File: src/rtl/colcap_pkg.sv
package colcap_pkg;
  localparam int unsigned CODE_W_D    = 6;
  localparam int unsigned CODES_D     = 6;
  localparam int unsigned NUM_GRP_D   = 50;
  localparam int unsigned STOP_CLKS_D = 52;
endpackage

File: src/rtl/colcap_token_chain.sv
module colcap_token_chain #(
  parameter int unsigned NUM_GRP = 50
) (
  input  logic               clk,
  input  logic               rst_n,
  input  logic               load,
  input  logic               clear,
  input  logic               advance,
  output logic [NUM_GRP-1:0] token
);
  logic [NUM_GRP-1:0] token_q;

  always_ff @(posedge clk or negedge rst_n) begin
    if (!rst_n) begin
      token_q <= '0;
    end else if (clear) begin
      token_q <= '0;
    end else if (load) begin
      token_q <= {{(NUM_GRP-1){1'b0}}, 1'b1};
    end else if (advance) begin
      token_q <= {token_q[NUM_GRP-2:0], 1'b0};
    end
  end

  assign token = token_q;

  a_r9_token_onehot: assert property (@(posedge clk) disable iff (!rst_n)
    $onehot0(token_q));
  a_r7_clear_empties: assert property (@(posedge clk) disable iff (!rst_n)
    clear |=> (token_q == '0));
  a_r9_load_first: assert property (@(posedge clk) disable iff (!rst_n)
    (load && !clear) |=> token_q[0]);
endmodule

File: src/rtl/colcap_window.sv
module colcap_window #(
  parameter int unsigned STOP_CLKS = 52
) (
  input  logic clk,
  input  logic rst_n,
  input  logic start,
  input  logic clear,
  output logic active
);
  localparam int unsigned CNT_W = $clog2(STOP_CLKS + 1);
  localparam logic [CNT_W-1:0] LIMIT = CNT_W'(STOP_CLKS);

  logic [CNT_W-1:0] cnt_q;

  always_ff @(posedge clk or negedge rst_n) begin
    if (!rst_n) begin
      cnt_q <= '0;
    end else if (clear) begin
      cnt_q <= '0;
    end else if (start) begin
      cnt_q <= CNT_W'(1);
    end else if (cnt_q != '0) begin
      cnt_q <= (cnt_q == LIMIT) ? '0 : cnt_q + CNT_W'(1);
    end
  end

  assign active = (cnt_q != '0);

  a_r6_window_bound: assert property (@(posedge clk) disable iff (!rst_n)
    cnt_q <= LIMIT);
  a_r6_window_closes: assert property (@(posedge clk) disable iff (!rst_n)
    (cnt_q == LIMIT && !start) |=> !active);
endmodule

File: src/rtl/colcap_data_bank.sv
module colcap_data_bank #(
  parameter int unsigned NUM_GRP = 50,
  parameter int unsigned CODES   = 6,
  parameter int unsigned CODE_W  = 6
) (
  input  logic                              clk,
  input  logic                              rst_n,
  input  logic                              wr_en,
  input  logic [NUM_GRP-1:0]                grp_sel,
  input  logic                              invert,
  input  logic [CODES*CODE_W-1:0]           word,
  output logic [NUM_GRP*CODES*CODE_W-1:0]   row
);
  localparam int unsigned WORD_W = CODES * CODE_W;

  logic [WORD_W-1:0] word_x;

  for (genvar j = 0; j < CODES; j++) begin : g_code
    assign word_x[j*CODE_W +: CODE_W] =
      word[j*CODE_W +: CODE_W] ^ {CODE_W{invert}};
  end

  for (genvar g = 0; g < NUM_GRP; g++) begin : g_grp
    logic [WORD_W-1:0] grp_q;
    always_ff @(posedge clk or negedge rst_n) begin
      if (!rst_n) begin
        grp_q <= '0;
      end else if (wr_en && grp_sel[g]) begin
        grp_q <= word_x;
      end
    end
    assign row[g*WORD_W +: WORD_W] = grp_q;
  end

  a_r6_hold_when_idle: assert property (@(posedge clk) disable iff (!rst_n)
    !wr_en |=> $stable(row));
  a_r2_single_group: assert property (@(posedge clk) disable iff (!rst_n)
    wr_en |-> $onehot(grp_sel));
endmodule

File: src/rtl/colcap_front.sv
module colcap_front
  import colcap_pkg::*;
#(
  parameter int unsigned NUM_GRP   = NUM_GRP_D,
  parameter int unsigned CODES     = CODES_D,
  parameter int unsigned CODE_W    = CODE_W_D,
  parameter int unsigned STOP_CLKS = STOP_CLKS_D,
  parameter int unsigned WORD_W    = CODES * CODE_W,
  parameter int unsigned ROW_W     = NUM_GRP * WORD_W
) (
  input  logic              clk,
  input  logic              rst_n,
  input  logic              dir_fwd,
  input  logic              start_r_i,
  output logic              start_r_o,
  output logic              start_r_oe,
  input  logic              start_l_i,
  output logic              start_l_o,
  output logic              start_l_oe,
  input  logic              line_strobe,
  input  logic              invert,
  input  logic [WORD_W-1:0] pix_data,
  output logic [ROW_W-1:0]  row_data
);
  logic               strobe_q;
  logic               strobe_rise;
  logic               start_in;
  logic               load;
  logic               active;
  logic               dir_q;
  logic               wr_en;
  logic               casc_q;
  logic [NUM_GRP-1:0] token;
  logic [NUM_GRP-1:0] token_rev;
  logic [NUM_GRP-1:0] grp_sel;

  assign strobe_rise = line_strobe && !strobe_q;
  assign start_in    = dir_fwd ? start_r_i : start_l_i;
  assign load        = start_in && !strobe_rise;
  assign wr_en       = active && (token != '0) && !start_in && !strobe_rise;

  for (genvar g = 0; g < NUM_GRP; g++) begin : g_rev
    assign token_rev[g] = token[NUM_GRP-1-g];
  end
  assign grp_sel = dir_q ? token : token_rev;

  always_ff @(posedge clk or negedge rst_n) begin
    if (!rst_n) begin
      strobe_q <= 1'b0;
      dir_q    <= 1'b1;
      casc_q   <= 1'b0;
    end else begin
      strobe_q <= line_strobe;
      if (load) dir_q <= dir_fwd;
      casc_q   <= wr_en && token[NUM_GRP-1];
    end
  end

  colcap_token_chain #(.NUM_GRP(NUM_GRP)) u_chain (
    .clk     (clk),
    .rst_n   (rst_n),
    .load    (load),
    .clear   (strobe_rise),
    .advance (wr_en),
    .token   (token)
  );

  colcap_window #(.STOP_CLKS(STOP_CLKS)) u_window (
    .clk    (clk),
    .rst_n  (rst_n),
    .start  (load),
    .clear  (strobe_rise),
    .active (active)
  );

  colcap_data_bank #(.NUM_GRP(NUM_GRP), .CODES(CODES), .CODE_W(CODE_W)) u_bank (
    .clk     (clk),
    .rst_n   (rst_n),
    .wr_en   (wr_en),
    .grp_sel (grp_sel),
    .invert  (invert),
    .word    (pix_data),
    .row     (row_data)
  );

  assign start_l_oe = dir_fwd;
  assign start_r_oe = !dir_fwd;
  assign start_l_o  = dir_fwd  ? casc_q : 1'b0;
  assign start_r_o  = !dir_fwd ? casc_q : 1'b0;

  a_r5_cascade_single: assert property (@(posedge clk) disable iff (!rst_n)
    casc_q |=> !casc_q);
  a_r5_cascade_after_last: assert property (@(posedge clk) disable iff (!rst_n)
    (active && token[NUM_GRP-1] && !start_in && !strobe_rise) |=> casc_q);
  a_r7_strobe_no_cascade: assert property (@(posedge clk) disable iff (!rst_n)
    strobe_rise |=> !casc_q);
  a_r4_idle_pin_low: assert property (@(posedge clk) disable iff (!rst_n)
    !(start_l_o && start_r_o));
endmodule

File: config.mk
export PLATFORM = sky130hd
export DESIGN_NAME = colcap_front
export DESIGN_NICKNAME = d
export VERILOG_FILES = /design/src/rtl/colcap_pkg.sv /design/src/rtl/colcap_token_chain.sv /design/src/rtl/colcap_window.sv /design/src/rtl/colcap_data_bank.sv /design/src/rtl/colcap_front.sv
export SDC_FILE = /design/constraint.sdc
export NUM_CORES = 2
export LEC_CHECK = 0
export BUFFER_PORTS_ARGS = -buffer_cell sky130_fd_sc_hd__buf_4
export CAP_MARGIN = 0
export CELL_PAD_IN_SITES_DETAIL_PLACEMENT = 0
export CELL_PAD_IN_SITES_GLOBAL_PLACEMENT = 1
export CORE_AREA = 2 2 719 721
export DETAILED_ROUTE_END_ITERATION = 10
export DIE_AREA = 0 0 721 723
export GPL_TIMING_DRIVEN = 0
export HOLD_SLACK_MARGIN = 0.12
export PLACE_DENSITY_LB_ADDON = 0.3
export SYNTH_ARGS = -nofsm -noshare
export SYNTH_HDL_FRONTEND = slang
export SYNTH_SLANG_ARGS = --single-unit
export TNS_END_PERCENT = 30
File: constraint.sdc
create_clock -name clk -period 2.7 [get_ports clk]
set_input_delay 0.27 -clock clk [delete_from_list [all_inputs] [get_ports clk]]
set_output_delay 0.27 -clock clk [all_outputs]
set_load 0.05 [all_outputs]
# Word-level counts from Yosys, hierarchy flattened
# Cells that the tools add are included.
totals:
  ff_bits: 1859
  latch_bits: 0
  mem_bits_rw: 0
  mem_bits_ro: 0
  out_inout_bits: 1804
  wordCells: 138
  mem_count: 0
classes:
  n_addsub: 1
  n_mul: 0
  div_mod_pow: 0
  order_cmp: 0
  n_eq_ne: 1
  n_shift: 0
  muxes: 11
  n_bitwise: 6
  reduce_logical: 64
ops:
  columns: ["operator", "count"]
  rows:
  - ["50-bit two-way mux", 4]
  - ["1-bit logical AND", 56]
  - ["50-bit nonzero test", 1]
  - ["6-bit bitwise XOR", 6]
  - ["6-bit two-way mux", 4]
  - ["6-bit by 1-bit adder with 6-bit output (second input constant)", 1]
  - ["6-bit equality test (second input constant)", 1]
  - ["3-bit nonzero test", 2]
  - ["6-bit nonzero test", 1]
  - ["1-bit zero test", 4]
  - ["1-bit two-way mux", 3]

# Depth between registers and ports, before layout
depth:
  ltp_word: 7
  depth_mapped: 9
  depth_no_buf: 7

# Cells and area by module
# A second synthesis with hierarchy kept.
hier_totals:
  cells_unflattened: 6573
  area_unflattened_um2: 70600.2
modules_own_cells:
  columns: ["module", "n_inst", "cells_each", "area_per_inst_um2", "seq_area_each_um2"]
  rows:
  - ["colcap_data_bank", 1, 6275, 67350.8, 45043.2]
  - ["colcap_token_chain", 1, 164, 2018.2, 1251.2]
  - ["colcap_front", 1, 93, 863.3, 76.3]
  - ["colcap_window", 1, 41, 367.9, 150.1]

# Worst setup path after synthesis
# No wires, ideal clock.
synth_path:
  kind: "reg-to-reg"
  start: "reg u_chain.token_q[9], in the netlist u_chain.token[9]"
  end: "reg u_chain.token_q[18], in the netlist u_chain.token[18]"
  setup_time_ns: 0.121
  t_arrival_ns: 1.950
  slack_ns: 0.629
  path_stages_with_launch: 8
  path_buffers: 2
  path_cell_list: "dfrtp_1 -> nor4_1 -> nand4_1 -> or4_4 -> and2_4 -> buf_6 -> buf_6 -> a22o_1"
synth_via:
  elab_chain_len: 5
synth_lines:
  columns: ["item", "line_no", "text"]
  rows:
  - ["start: declaration", "colcap_token_chain.sv:11", "logic [NUM_GRP-1:0] token_q;"]
  - ["start signal: assignment", "colcap_token_chain.sv:19", "token_q <= {{(NUM_GRP-1){1'b0}}, 1'b1};"]
  - ["start signal: assignment", "colcap_token_chain.sv:21", "token_q <= {token_q[NUM_GRP-2:0], 1'b0};"]
  - ["50-bit nonzero test", "colcap_front.sv:40", "assign wr_en = active && (token != '0) && !start_in && !strobe_rise;"]
  - ["1-bit logical AND (3 in series)", "colcap_front.sv:40", null]
  - ["3-bit nonzero test (no source line)", null, null]
# Every way passes these cells.
# A chain may end at the register's enable or synchronous reset.

# Worst setup path in the final report
layout_path:
  start: "in invert"
  end: "reg u_bank.g_grp[43].grp_q[17]"
layout_via:
  elab_chain_len: 1
layout_lines:
  columns: ["item", "line_no", "text"]
  rows:
  - ["start: declaration", "colcap_front.sv:21", "input logic invert,"]
  - ["6-bit bitwise XOR", "colcap_data_bank.sv:20", "word[j*CODE_W +: CODE_W] ^ {CODE_W{invert}};"]
  - ["end signal: assignment", "colcap_data_bank.sv:29", "grp_q <= word_x;"]
  - ["end: declaration", "colcap_data_bank.sv:24", "logic [WORD_W-1:0] grp_q;"]
# Every way passes these cells.

==> impl_metrics.tcl <==
set metrics [dict create \
    cts_buffer_depth 4 \
    drt_first_pass_iters 6 \
    start_kind "input port" \
    drt-total-wl_um 465000 \
    maxSlewViolCount 11 \
    max-cap-violations 1 \
    dpl_cell_area_um2 92000 \
    relSlewSlack_pct -4.29 \
    p_leak_nw 50.1 \
    crit_start "invert" \
    yosysUniqueCellTypes 34 \
    initial_core_util_pct 12.9 \
    setup_viol 2 \
    cts_tree "built" \
    layout_setup_ws_ns -0.0404 \
    dieArea_um2 521000 \
    vias 58800 \
    seq_area_frac_synth_pct 69.9 \
    path_class "in2reg" \
    synth_edf_count 0 \
    fin_worst_skew_ns 0.0800 \
    worstPathCellList "clkbuf_2, buf_2, xnor2_2, buf_8, clkbuf_1, a21oi_1" \
    cts_buffers 233 \
    area_growth_pct 51.8 \
    clkTransAtPathRegs_ns 0.06 \
    wl_per_cell_um 29.9 \
    drc_errors 0 \
    synth_ff_type "dfrtp_1" \
    fin_area_um2 101000 \
    p_per_area_nw_per_um2 765 \
    hold_viol 236 \
    fmax_mhz 365 \
    path_max_fanout 10 \
    violations "negative hold slack, max-capacitance violations, max-slew violations, negative setup slack" \
    final_core_util_pct 19.6 \
    netlist_area_um2 66500 \
    crit_end "u_bank.g_grp[43].grp_q[17]" \
    numPortBuffers 1845 \
    worst_pin_slew_ns 1.56 \
    preCtsSetupSlack_ns -1.53 \
    antenna_found_initial 73 \
    finalCritPeriodShare_pct 101 \
    min_path_type "in2async" \
    reg2reg_slack_ns 0.11 \
    syn_avg_cell_area_um2 10.6 \
    synth_top_area_share_pct 69.9 \
    drive_gt1_share_pct 32.4 \
    instances_no_fill 15500 \
    grtUsageTotal_pct 17.0 \
    pin_count 1847 \
    r2r_start "u_window.cnt_q[2]" \
    synth_top_cell_by_area "dfrtp_1" \
    yosysWarnings 0 \
    synth_area_leaders "dfrtp_1 (70%), a21oi_1 (14%), nor2_1 (10%)" \
    r2r-end "u_bank.g_grp[38].grp_q[14]" \
    fp.dieW_um 721 \
    hold_slack_ns -0.648 \
    post-route-min-period_ns 2.74 \
    cts_max_level 4 \
    fp.dieH_um 723 \
    status "finished, violations left" \
    core_area_um2 515000 \
    fillers 57100 \
    clk_latency_ns 0.96 \
    ant_nets 0 \
    crit_arrival_ns 3.49 \
    grt_max_degree 153 \
    ys_ff_latch 1859 \
    cts-root-buf "clkbuf_16" \
    overflow 0 \
    cts.sinks 1859 \
    nNetsFinal 8548 \
    globalplace.congestion 0.808 \
    crit_required_ns 3.45 \
    drt_iter0_drc 4128 \
    synth_nets 6308 \
    via_per_inst 3.79 \
    cpPeakStageDelay_ns 0.99 \
    netlist_instances 6263 \
    dp.cells 15000 \
    critPathSlowestCell "clkbuf_1" \
    rows 264 \
    end_kind "register" \
    grt_first_pass_wirelength_um 593000 \
    dp_hpwl_um 362000 \
    synthArstFlopShare_pct 100 \
    grt_pass1_vias 57600 \
    rsz0062_at_grt "yes" \
    reg2reg_depth 9 \
    ir_drop_mv 0.468 \
]
==> cell usage after synthesis, types with 3 or more instances <==
cell      count
buf_6         4
buf_2       234
inv_1         4
dfrtp_1    1858
mux2i_1      51
a21oi_1    1805
a22o_1       49
nor2_1     1856
nand3_1       4
nor4_1       12
clkbuf_1    316
xnor2_1      38
nand2_1       3
==> worst max-delay path: cells and delay by family <==
kind / cells / cell delay [ns]
buf+inv: 4 / 2.04
xor+xnor: 1 / 0.95
compound gates: 1 / 0.17
==> how the worst min path moves through the flow <==
stage | startpoint | depth (start not counted) | end
floorplan | rst_n | 0 | casc_q
global placement | line_strobe | 1 | strobe_q
detailed placement | rst_n | 1 | u_bank.g_grp[13].grp_q[14]
CTS | rst_n | 1 | u_bank.g_grp[46].grp_q[31]
global route | rst_n | 1 | u_bank.g_grp[13].grp_q[14]
finish | rst_n | 1 | u_bank.g_grp[13].grp_q[14]
==> area by class of cell <==
class / count / area, um^2 / share of cell area (%)
plain buffers: 543 / 2620 / 2.60
flip-flops and latches: 1859 / 46500 / 46.1
inverters: 5 / 18.8 / 0.0186
repair buffers: 2018 / 17200 / 17.0
multi-input cells: 3843 / 18100 / 17.9
clock inverters: 66 / 843 / 0.835
clock buffers: 362 / 7060 / 6.99
well taps: 6783 / 8490 / 8.41
diodes: 49 / 123 / 0.121
==> placed cells by master (no fill, tap or decap), types with 9 or more instances in the layout <==
cell and instances:
clkbuf_8 66, xnor2_2 36, dfrtp_1 1858, mux2i_1 51
nor2_4 22, clkbuf_16 239, buf_4 1873, dlygate4sd3_1 17
buf_16 63, a21oi_1 1805, clkbuf_4 23, a22o_1 49
diode_2 49, clkbuf_1 249, nor2_2 27, buf_8 48
buf_2 212, buf_12 23, clkbuf_2 94, bufinv_16 13
buf_6 14, nor4_1 12, clkinvlp_4 9, nor2_1 1809
clkinv_2 29
==> flip-flops by register name, indices dropped and copies added, names as in the netlist <==
name	flops
dir_q	1
u_bank.g_grp.grp_q	1800
strobe_q	1
u_window.cnt_q	6
casc_q	1
u_chain.token	50
==> where the power goes <==
group | internal (mW) | total (mW) | leakage, nW | switching [mW]
registers | 29.2 | 30.0 | 25.6 | 0.797
clock network | 19.2 | 33.0 | 3.87 | 13.8
logic | 3.26 | 14.3 | 20.6 | 11.0
total | 51.7 | 77.2 | 50.1 | 25.6
==> timing repair <==
item	4_1_cts	5_1_grt
setup buffers	14	7
cloned	2	2
setup endpoints to repair	1241	997
hold buffers	14	7
gates resized for setup	96	60
pin swaps	8	4
endpoints found under the hold margin	488	426
==> cell families after synthesis <==
logic type                 count (synthesis)  synth area share, %
AOI/OAI and AO/OA                       1859                 14.3
buffers and inverters                    561                 3.66
and+or+nand+nor                         1891                 10.8
DFF                                     1859                 69.9
muxes                                     51                0.767
xor gates and xnor gates                  40                0.527
adders and majority gates                  2               0.0376
==> through the flow <==
stage / total power [mW] / TNS [ns]
after CTS: 78.5 / -3.45
final: 77.2 / -0.0408
after global routing: 80.0 / -1.34
after global placement: 44.4 / -
after floorplan: 37.3 / 0
after detailed placement: 45.0 / -1809.66
==> metal layers <==
layer  track usage (%)  part of all wire [%]
met1              21.4                    41
met2              28.8                    49
met3              4.23                   6.9
met4              4.58                   3.0
met5                 0                     0
(Power assumes the default switching activity.)
